[src/rtl/wdrain_pkg.sv]
package wdrain_pkg;

    typedef enum logic [1:0] {
        MODE_READ      = 2'd0,
        MODE_SINGLETON = 2'd1,
        MODE_DRAIN     = 2'd2
    } wd_mode_e;

    typedef struct packed {
        logic at_high;
        logic at_restrict;
        logic at_or_below_low;
    } wd_level_t;

endpackage

[src/rtl/wdrain_level_cmp.sv]
module wdrain_level_cmp
    import wdrain_pkg::*;
#(
    parameter int DEPTH         = 64,
    parameter int LOW_MARK      = 16,
    parameter int RESTRICT_MARK = 40,
    parameter int HIGH_MARK     = 56,
    localparam int CNT_W        = $clog2(DEPTH + 1)
) (
    input  logic [CNT_W-1:0] count_i,
    output wd_level_t        level_o
);

    localparam logic [CNT_W-1:0] LOW_V  = CNT_W'(LOW_MARK);
    localparam logic [CNT_W-1:0] RSTR_V = CNT_W'(RESTRICT_MARK);
    localparam logic [CNT_W-1:0] HIGH_V = CNT_W'(HIGH_MARK);

    always_comb begin
        level_o.at_high         = (count_i >= HIGH_V);
        level_o.at_restrict     = (count_i >= RSTR_V);
        level_o.at_or_below_low = (count_i <= LOW_V);
    end

endmodule

[src/rtl/wdrain_mode_fsm.sv]
module wdrain_mode_fsm
    import wdrain_pkg::*;
(
    input  logic      clk,
    input  logic      rst_n,
    input  wd_level_t level_i,
    output wd_mode_e  state_o,
    output wd_mode_e  next_o
);

    wd_mode_e state_q;
    wd_mode_e state_d;

    always_ff @(posedge clk or negedge rst_n) begin
        if (!rst_n) begin
            state_q <= MODE_READ;
        end else begin
            state_q <= state_d;
        end
    end

    always_comb begin
        state_d = state_q;
        unique case (state_q)
            MODE_READ: begin
                if (level_i.at_high) begin
                    state_d = MODE_DRAIN;
                end else if (level_i.at_restrict) begin
                    state_d = MODE_SINGLETON;
                end
            end
            MODE_SINGLETON: begin
                if (level_i.at_high) begin
                    state_d = MODE_DRAIN;
                end else if (!level_i.at_restrict) begin
                    state_d = MODE_READ;
                end
            end
            MODE_DRAIN: begin
                if (level_i.at_or_below_low) begin
                    state_d = MODE_READ;
                end
            end
            default: state_d = MODE_READ;
        endcase
    end

    assign state_o = state_q;
    assign next_o  = state_d;

endmodule

[src/rtl/wdrain_out_reg.sv]
module wdrain_out_reg
    import wdrain_pkg::*;
(
    input  logic     clk,
    input  logic     rst_n,
    input  wd_mode_e next_i,
    input  logic     single_pend_i,
    output logic     drain_o,
    output logic     sonly_o,
    output logic     ren_o
);

    logic drain_d;
    logic sonly_d;
    logic ren_d;

    always_comb begin
        drain_d = 1'b0;
        sonly_d = 1'b0;
        ren_d   = 1'b1;
        unique case (next_i)
            MODE_READ: begin
                ren_d = 1'b1;
            end
            MODE_SINGLETON: begin
                sonly_d = 1'b1;
                ren_d   = single_pend_i;
            end
            MODE_DRAIN: begin
                drain_d = 1'b1;
                ren_d   = 1'b0;
            end
            default: ren_d = 1'b1;
        endcase
    end

    always_ff @(posedge clk or negedge rst_n) begin
        if (!rst_n) begin
            drain_o <= 1'b0;
            sonly_o <= 1'b0;
            ren_o   <= 1'b1;
        end else begin
            drain_o <= drain_d;
            sonly_o <= sonly_d;
            ren_o   <= ren_d;
        end
    end

endmodule

[src/rtl/wdrain_ctrl.sv]
module wdrain_ctrl
    import wdrain_pkg::*;
#(
    parameter int DEPTH         = 64,
    parameter int LOW_MARK      = 16,
    parameter int RESTRICT_MARK = 40,
    parameter int HIGH_MARK     = 56,
    localparam int CNT_W        = $clog2(DEPTH + 1)
) (
    input  logic             clk,
    input  logic             rst_n,
    input  logic [CNT_W-1:0] wq_count,
    input  logic             single_grp_pending,
    output logic [1:0]       mode_o,
    output logic             drain_writes,
    output logic             singleton_only,
    output logic             read_enable
);

    wd_level_t level;
    wd_mode_e  state;
    wd_mode_e  next_state;

    wdrain_level_cmp #(
        .DEPTH        (DEPTH),
        .LOW_MARK     (LOW_MARK),
        .RESTRICT_MARK(RESTRICT_MARK),
        .HIGH_MARK    (HIGH_MARK)
    ) u_cmp (
        .count_i(wq_count),
        .level_o(level)
    );

    wdrain_mode_fsm u_fsm (
        .clk    (clk),
        .rst_n  (rst_n),
        .level_i(level),
        .state_o(state),
        .next_o (next_state)
    );

    wdrain_out_reg u_out (
        .clk          (clk),
        .rst_n        (rst_n),
        .next_i       (next_state),
        .single_pend_i(single_grp_pending),
        .drain_o      (drain_writes),
        .sonly_o      (singleton_only),
        .ren_o        (read_enable)
    );

    assign mode_o = state;

endmodule

[config.mk]
export PLATFORM = sky130hd
export DESIGN_NAME = wdrain_ctrl
export DESIGN_NICKNAME = d
export VERILOG_FILES = /design/src/rtl/wdrain_pkg.sv /design/src/rtl/wdrain_level_cmp.sv /design/src/rtl/wdrain_mode_fsm.sv /design/src/rtl/wdrain_out_reg.sv /design/src/rtl/wdrain_ctrl.sv
export SDC_FILE = /design/constraint.sdc
export NUM_CORES = 1
export LEC_CHECK = 0
export BUFFER_PORTS_ARGS = -buffer_cell sky130_fd_sc_hd__buf_2
export CAP_MARGIN = 5
export CORE_AREA = 2 2 39 41
export CTS_CLUSTER_DIAMETER = 30
export CTS_CLUSTER_SIZE = 10
export DETAILED_ROUTE_END_ITERATION = 10
export DIE_AREA = 0 0 41 43
export GPL_ROUTABILITY_DRIVEN = 1
export GPL_TIMING_DRIVEN = 1
export PLACE_DENSITY = 0.4
export SYNTH_ARGS = -nofsm -noshare
export SYNTH_HDL_FRONTEND = slang
export SYNTH_SLANG_ARGS = --single-unit
[constraint.sdc]
create_clock -name clk -period 2.04 [get_ports clk]
set_input_delay 0.102 -clock clk [delete_from_list [all_inputs] [get_ports clk]]
set_output_delay 0.102 -clock clk [all_outputs]
set_load 0.02 [all_outputs]
After elaboration in Yosys (flattened, before gate mapping):

Cells that the tools add are included.

* bits of input ports: 10
* bits in writable memories: 0
* memories: 0
* word-level logic and storage cells: 21
* output and inout port bits: 5
* latch bits: 0
* ROM bits: 0
* bits in registers: 5

* $add $sub $neg: 0
* magnitude comparators: 3
* div/mod/pow operators: 0
* bitwise logic cells: 0
* $mul: 0
* mux-type cells: 9
* shift operators: 0
* equal/unequal tests: 4
* reductions and logical operators: 1

Operator list (number)
* 7-bit by 6-bit >= comparator with 1-bit output (second input constant): 2
* 2-bit two-way mux: 5
* 7-bit by 5-bit less-or-equal comparator with 1-bit output (second input constant): 1
* 2-bit one-hot mux with 3 select lines: 1
* 2-bit by 1-bit equality test with 1-bit output (second input constant): 2
* 2-bit equality test (second input constant): 2
* 2-bit logical NOT: 1
* 1-bit two-way mux: 2
* 1-bit one-hot mux with 2 select lines: 1

Longest topological paths before layout:

Gate-level depths: netlist of the first run.

* word-level depth: 6
* mapped depth: 3
* mapped depth without buffers: 3

Hierarchy:

A second synthesis of the first run with hierarchy kept.

* cell total of the unflattened synthesis: 17
* area, all modules: 214.0 um^2

By module, submodules not included
* wdrain_out_reg: cells each 7, area each 97.6 um^2, instances 1, seq. area each 76.3 um^2
* wdrain_mode_fsm: cells each 5, area each 76.3 um^2, instances 1, seq. area each 50.0 um^2
* wdrain_level_cmp: cells each 5, area each 40.0 um^2, instances 1, seq. area each 0.0 um^2

Least setup slack after synthesis of the first run:

Ideal clock, no wire load.

* path type: register to register
* from: reg u_fsm.state_q[1] (netlist: u_fsm.state_o[1])
* to: reg u_out.ren_o
* setup slack: 0.946 ns
* cell stages (with the launch flop): 4
* arrival: 1.021 ns
* required time: 1.967 ns
* buffers on the path: 0
* clock period less this slack: 1.094 ns
* cells stage by stage: dfrtp_1 > a211oi_1 > o22ai_1 > a21oi_1

* cells in the longest elaborated chain, start to end: 5

RTL lines
* start, declared: RTL line wdrain_mode_fsm.sv:11 `wd_mode_e state_q;`
* start signal, assigned: RTL line wdrain_mode_fsm.sv:18 `state_q <= state_d;`
* 2-bit two-way mux, on equally long branches: RTL line wdrain_mode_fsm.sv:35, wdrain_mode_fsm.sv:28
* 2-bit two-way mux, on equally long branches: RTL line wdrain_mode_fsm.sv:33, wdrain_mode_fsm.sv:26
* 2-bit one-hot mux with 3 select lines (*): RTL line wdrain_mode_fsm.sv:24 `unique case (state_q)`
* named net next_state[1]: RTL line wdrain_ctrl.sv:22 `wd_mode_e next_state;`
* 2-bit equality test / 2-bit by 1-bit equality test with 1-bit output (equally long branches): RTL line wdrain_out_reg.sv:21 `unique case (next_i)`
* 1-bit one-hot mux with 2 select lines (*): RTL line wdrain_out_reg.sv:21
* named net u_out.ren_d: RTL line wdrain_out_reg.sv:15 `logic ren_d;`
* end signal, assigned: RTL line wdrain_out_reg.sv:45 `ren_o <= ren_d;`
* end, declared: RTL line wdrain_out_reg.sv:10 `output logic ren_o`

The timed path passes the listed nets; every way through them passes the cells marked *.

Worst setup path after layout of the first run:

Same ends and word-level chain as after synthesis.

==> metrics, run 1 <==
CP delay by family, top=compound AO/OA/AOI/OAI gates; skew final=0.196 ps; Place WS=approximately 910 ps; Lkg Pwr=between 0.15 and 0.2 nW; Reg clk slew, reported paths=roughly 40 ps; First DRT Iteration DRCs=3; Rows=14; synth top area cells=dfrtp_1, dfstp_2, nor4b_2; Synth top area share=47.6%; clk root buf=clkbuf_4; die width=41 microns; DR pass1 iterations=2; Final Hold Viols=0; ys async rst share=100%; CTS HTree Levels=1; Cells after Synth=16; total grt overflow=0; CP Buf/Inv Count=0; Max Clk Rate=between 800 and 900 MHz; number of nets still failing antenna checks after routing=0; CTS resizes=0; Final Cycle Share=55.2%; total CTS buffers=3; Synth area leader=dfrtp_1; DIE HEIGHT=43 microns; slowest CP cell=dfrtp_1; post-synthesis sequential area ratio=60.1%; Initial Utilization=between 15 and 20%; worst-path cell chain=a211oi_1 > o22ai_1 > a21oi_1; first-pass GRT wire length=about 900 microns; I/O pin count=15; wire length per cell=9.86 microns; worst min path class=input pin to register; setup tns final=0 ps; drt total wl=~500 microns; Slew Viols, Final=0; count leader, synth=dfrtp_1; CTS max path bufs=2; mapped cell area=210 sq um; initial antenna violation count=0; final worst setup slack=913 ps; number of synthesized flops with an enable pin=0; CTS Sinks=5; Final Power=0.266 mW; nets=46; RSZ-0062 raised after global routing=no; Antenna diodes=0; biggest cell delay along the critical path=430 ps; crit-path max FO=6; Clk Latency, worst-skew pair=240 ps; vias in the first global route=238; CP Capture Type=register; final number of setup-violating endpoints=0; port buffer count=14; fraction of layout cells with a size suffix above 1=54.3%; via count=209; post-synthesis cell type count=12; CP startpoint kind=register; syn_nets=26; largest net degree at the start of global routing=7; PwrDens=between 700 and 800 nW/um^2; Req. time, crit path=between 2000 and 2500 ps; predominant post-synthesis flop cell=dfrtp_1; Synth Register Bits=5; Worst Tran Pin Value=361 ps; Worst Setup Path Type=register to register; # fillers=between 150 and 200; shortest clock period the worst path allows after layout=approximately 1100 ps; Layout Area Growth over Synthesis=60.1%; total core area=1380 sq um; Synth top cells by count=dfrtp_1, o22ai_1; Synth Area per Inst=13.1 sq um; GRT Resource Usage Total=8.45%; status=finished, final reports clean; die area=around 1800 sq um; slew margin rel.=75.6%; TritonCTS clock tree=yes; Worst Path Arrival=1300 ps; VDD IR max=0.134 mV; DRC=0; Vias/cell=4.10; Max-cap violations=0; Synth warnings=0; RePlAce Congestion=0.598
## power breakdown
group	internal, mW	switching [mW]	total (mW)	leakage [nW]
Clock	0.0738	0.0384	0.112	0.0150
Combinational	0.0185	0.0241	0.0425	0.0808
Sequential	0.107	0.00430	0.112	0.0582
Total	0.200	0.0667	0.266	0.154
## sequential cells by signal (all words and copies together), names as in the netlist
| register | cells |
|---|---|
| u_fsm.state_o | 2 |
| u_out.drain_o | 1 |
| u_out.ren_o | 1 |
| u_out.sonly_o | 1 |
## routing by layer
| layer | wire length, microns | vias to the layer above | GRT usage, % |
|---|---|---|---|
| met5 | 0 | - | 0 |
| met4 | 18 | 0 | 10.0 |
| met3 | 98 | 2 | 3.14 |
| met2 | 185 | 17 | 11.3 |
| met1 | 201 | 87 | 8.74 |
| li1 | - | 103 | - |
## path summary, 6_finish.rpt
kind,from,slack [ps],cells past startpoint,to
max reg2reg,u_fsm.state_o[1],910,3,u_out.ren_o
min in group asynchronous,rst_n,210,2,u_fsm.state_o[1]
min,single_grp_pending,60,3,u_out.ren_o
min reg2reg,u_fsm.state_o[1],570,1,u_fsm.state_o[0]
max in group asynchronous,rst_n,1630,2,u_out.ren_o
max,u_fsm.state_o[1],910,3,u_out.ren_o
## cell type report
type                    instances  area (sq um)  area share (%)
well taps                      16          20.0            5.95
repair buffers                 15          80.1            23.8
inverters                       1          3.75            1.12
clock buffers                   4          26.3            7.81
flip-flops and latches          5           126            37.5
multi-input cells              10          80.1            23.8
## what timing repair did
item	in CTS	in global routing
hold endpoints to repair	5	0
hold buffers	1	0
setup endpoints to repair	0	0
setup buffers	0	0
## stage by stage
stage | hold slack [ps] | instances | area [sq um] | util (%)
6_report | 64.9 | 51 | 337 | 24.3
5_1_grt | 60.9 | 51 | 337 | 24.3
4_1_cts | 64.0 | 51 | 337 | 24.3
3_5_place_dp | -85.0 | 46 | 300 | 21.7
3_3_place_gp | -87.0 | 46 | 300 | 21.7
2_1_floorplan | -194 | 16 | 210 | -
## worst reg2reg max path, cell delays in order (launching register included)
cell and delay (ps):
dfrtp_1 430, a211oi_1 320, o22ai_1 160, a21oi_1 140
## cell usage in the layout, fill, tap and decap left out, drive strengths merged
cell and count:
buf 14, xnor2 1, inv 1, nor4 1
a21oi 1, dfstp 1, nor4b 2, dlygate4sd3 1
o2bb2ai 1, dfrtp 4, o22ai 2, a211oi 1
nand3b 1, clkbuf 4
## kinds of logic after synthesis
logic type | Yosys count | share of synthesized area, %
AOI/OAI and AO/OA | 5 | 16.1
DFF | 5 | 60.1
buffers and inverters | 1 | 1.78
xor gates and xnor gates | 1 | 4.17
and+or+nand+nor | 4 | 17.9
(Power assumes the default switching activity.)
==> run 2: changes to the inputs <==
clock period = 1.1 ns   (was 2.04 ns; I/O delays follow)
==> metrics, run 2 (same netlist as run 1, synthesis figures left out) <==
I/O pin count=15 (unchanged); initial antenna violation count=0 (unchanged); die width=41 microns (unchanged); VDD IR max=0.231 mV (+72%); commonest non-fill, non-tap cell in the layout=buf_2; reg2reg start=u_fsm.state_o[1]; Worst Path Arrival=1170 ps (-130 ps); CP Buf/Inv Count=1 (+1); shortest clock period the worst path allows after layout=1020 ps (-110 ps); port buffer count=14 (unchanged); Reg clk slew, reported paths=40 ps (about the same); Crit. Startpoint=u_fsm.state_o[1]; Initial Utilization=15.2% (unchanged); setup tns final=0 ps (unchanged); cell count after placement=47 (+2.2%); DP Area=308 sq um (+2.5%); Largest register FFs=2 (unchanged); Final Hold Viols=0 (unchanged); Final Cycle Share=92.4% (+37 points); Slew Viols, Final=0 (unchanged); Vias/cell=4.00 (-2.4%); nets=47 (+2.2%); Req. time, crit path=1260 ps (-950 ps); met2 wire length=212 microns (+15%); total CTS buffers=3 (unchanged); Place WS=45.1 ps (-861 ps); Layout Area Growth over Synthesis=73.2%; slowest CP cell=dfrtp_1; Met1 Routed Length=274 microns (+36%); RePlAce Congestion=0.666 (+11%); final number of setup-violating endpoints=0 (unchanged); CTS Sinks=5 (unchanged); total grt overflow=0 (unchanged); CTS max path bufs=2 (unchanged); drt total wl=559 microns (+11%); Max-cap violations=0 (unchanged); CP delay by family, top=flip-flops; slew margin rel.=70.8% (-4.8 points); final worst setup slack=83.2 ps (-830 ps); detailed placement HPWL=roughly 460 microns; clk root buf=clkbuf_4; postcts setup bufs=0 (unchanged); via count=208 (-0.48%); Worst Tran Pin Value=434 ps (+73.0 ps); CTS HTree Levels=1 (unchanged); Worst Setup Path Type=register to register; Final Power=0.511 mW (+92%); biggest cell delay along the critical path=380 ps (-50 ps); DRC=0 (unchanged); final instance area=364 sq um (+8.2%); die area=1760 sq um (unchanged); First DRT Iteration DRCs=8 (+5); Top Metal Used=met4; vias in the first global route=224 (-5.9%); worst hold path startpoint=single_grp_pending; Clk Latency, worst-skew pair=240 ps (about the same); fraction of layout cells with a size suffix above 1=61.1% (+6.8 points); total core area=1380 sq um (unchanged); Rows=14 (unchanged); CP Capture Type=register; Lkg Pwr=0.170 nW (+11%); Max Clk Rate=983 MHz (+11%); worst-path cell chain=buf_4 > nor4b_4 > a21oi_1; status=finished, final reports clean; metal3 WL=66 microns (-33%); PwrDens=1400 nW/um^2 (+77%); Non-Filler Instances=52 (+2.0%); crit-path max FO=5 (-1); worst min path class=input pin to register; commonest non-fill, non-tap cells in the layout=buf_2, dfrtp_1, clkbuf_4; number of nets still failing antenna checks after routing=0 (unchanged); wire length per cell=10.8 microns (+9.0%); DIE HEIGHT=43 microns (unchanged); skew final=2.35 ps (+2.16 ps); RSZ-0062 raised after global routing=no; first-pass GRT wire length=876 microns (-3.0%); CP startpoint kind=register; DR pass1 iterations=5 (+3); Antenna diodes=0 (unchanged); largest net degree at the start of global routing=6 (-1); TritonCTS clock tree=yes; GRT Resource Usage Total=7.94% (-0.51 points)
==> run 2: cell count changes in the layout (fill, tap and decap cells not counted) <==
cell      change
o22ai_2       +1
o22ai_1       -1
nor4b_2       -1
nor4b_4       +1
a211oi_1      -1
a211oi_2      +1
buf_4         +1
==> run 2: worst paths after layout <==
path	end	slack, ps	cells after the start
max in group asynchronous	u_out.ren_o	730	2
worst max register to register	u_out.ren_o	80	3
min in group asynchronous	u_out.drain_o	150	2
worst min-delay path	u_out.ren_o	20	3
worst max-delay path	u_out.ren_o	80	3
worst min register to register	u_out.sonly_o	610	2
==> run 2: tightest hold or removal path, delay by kind of cell <==
kind                   cells  cell delay (ps)
AOI/OAI and AO/OA          1               50
buffers and inverters      2              140
==> run 2: per-layer routing <==
layer | GRT usage, % | vias to the layer above
met3 | 1.57 | 2
li1 | - | 102
met2 | 9.69 | 15
met4 | 8.00 | 0
met5 | 0 | -
met1 | 10.6 | 89
==> run 2: area by class of cell <==
cell class | count | area (sq um)
timing repair buffer | 16 | 87.6
inverter | 1 | 3.75
multi-input combinational | 10 | 100
tap | 16 | 20.0
sequential | 5 | 126
fill | 151 | 1020
clock buffer | 4 | 26.3
==> run 2: stage by stage <==
step           hold WS (ps)  utilization (%)
4_1_cts                5.94             24.9
3_5_place_dp           -126             22.2
5_1_grt                11.5             26.3
3_3_place_gp           -125             22.2
6_report               16.3             26.3
2_1_floorplan          -241                -
==> run 2: repair_timing <==
action,4_1_cts,5_1_grt
endpoints found under the hold margin,5,0
hold buffers,1,0
endpoints found under the setup margin,0,1
gates resized for setup,0,3
==> run 2: report_power, final <==
group	total [mW]	internal [mW]	leakage, nW	switching, mW
clock	0.208	0.137	0.0150	0.0712
combinational	0.0988	0.0425	0.0973	0.0563
sequential	0.204	0.199	0.0582	0.00455
total	0.511	0.378	0.170	0.132
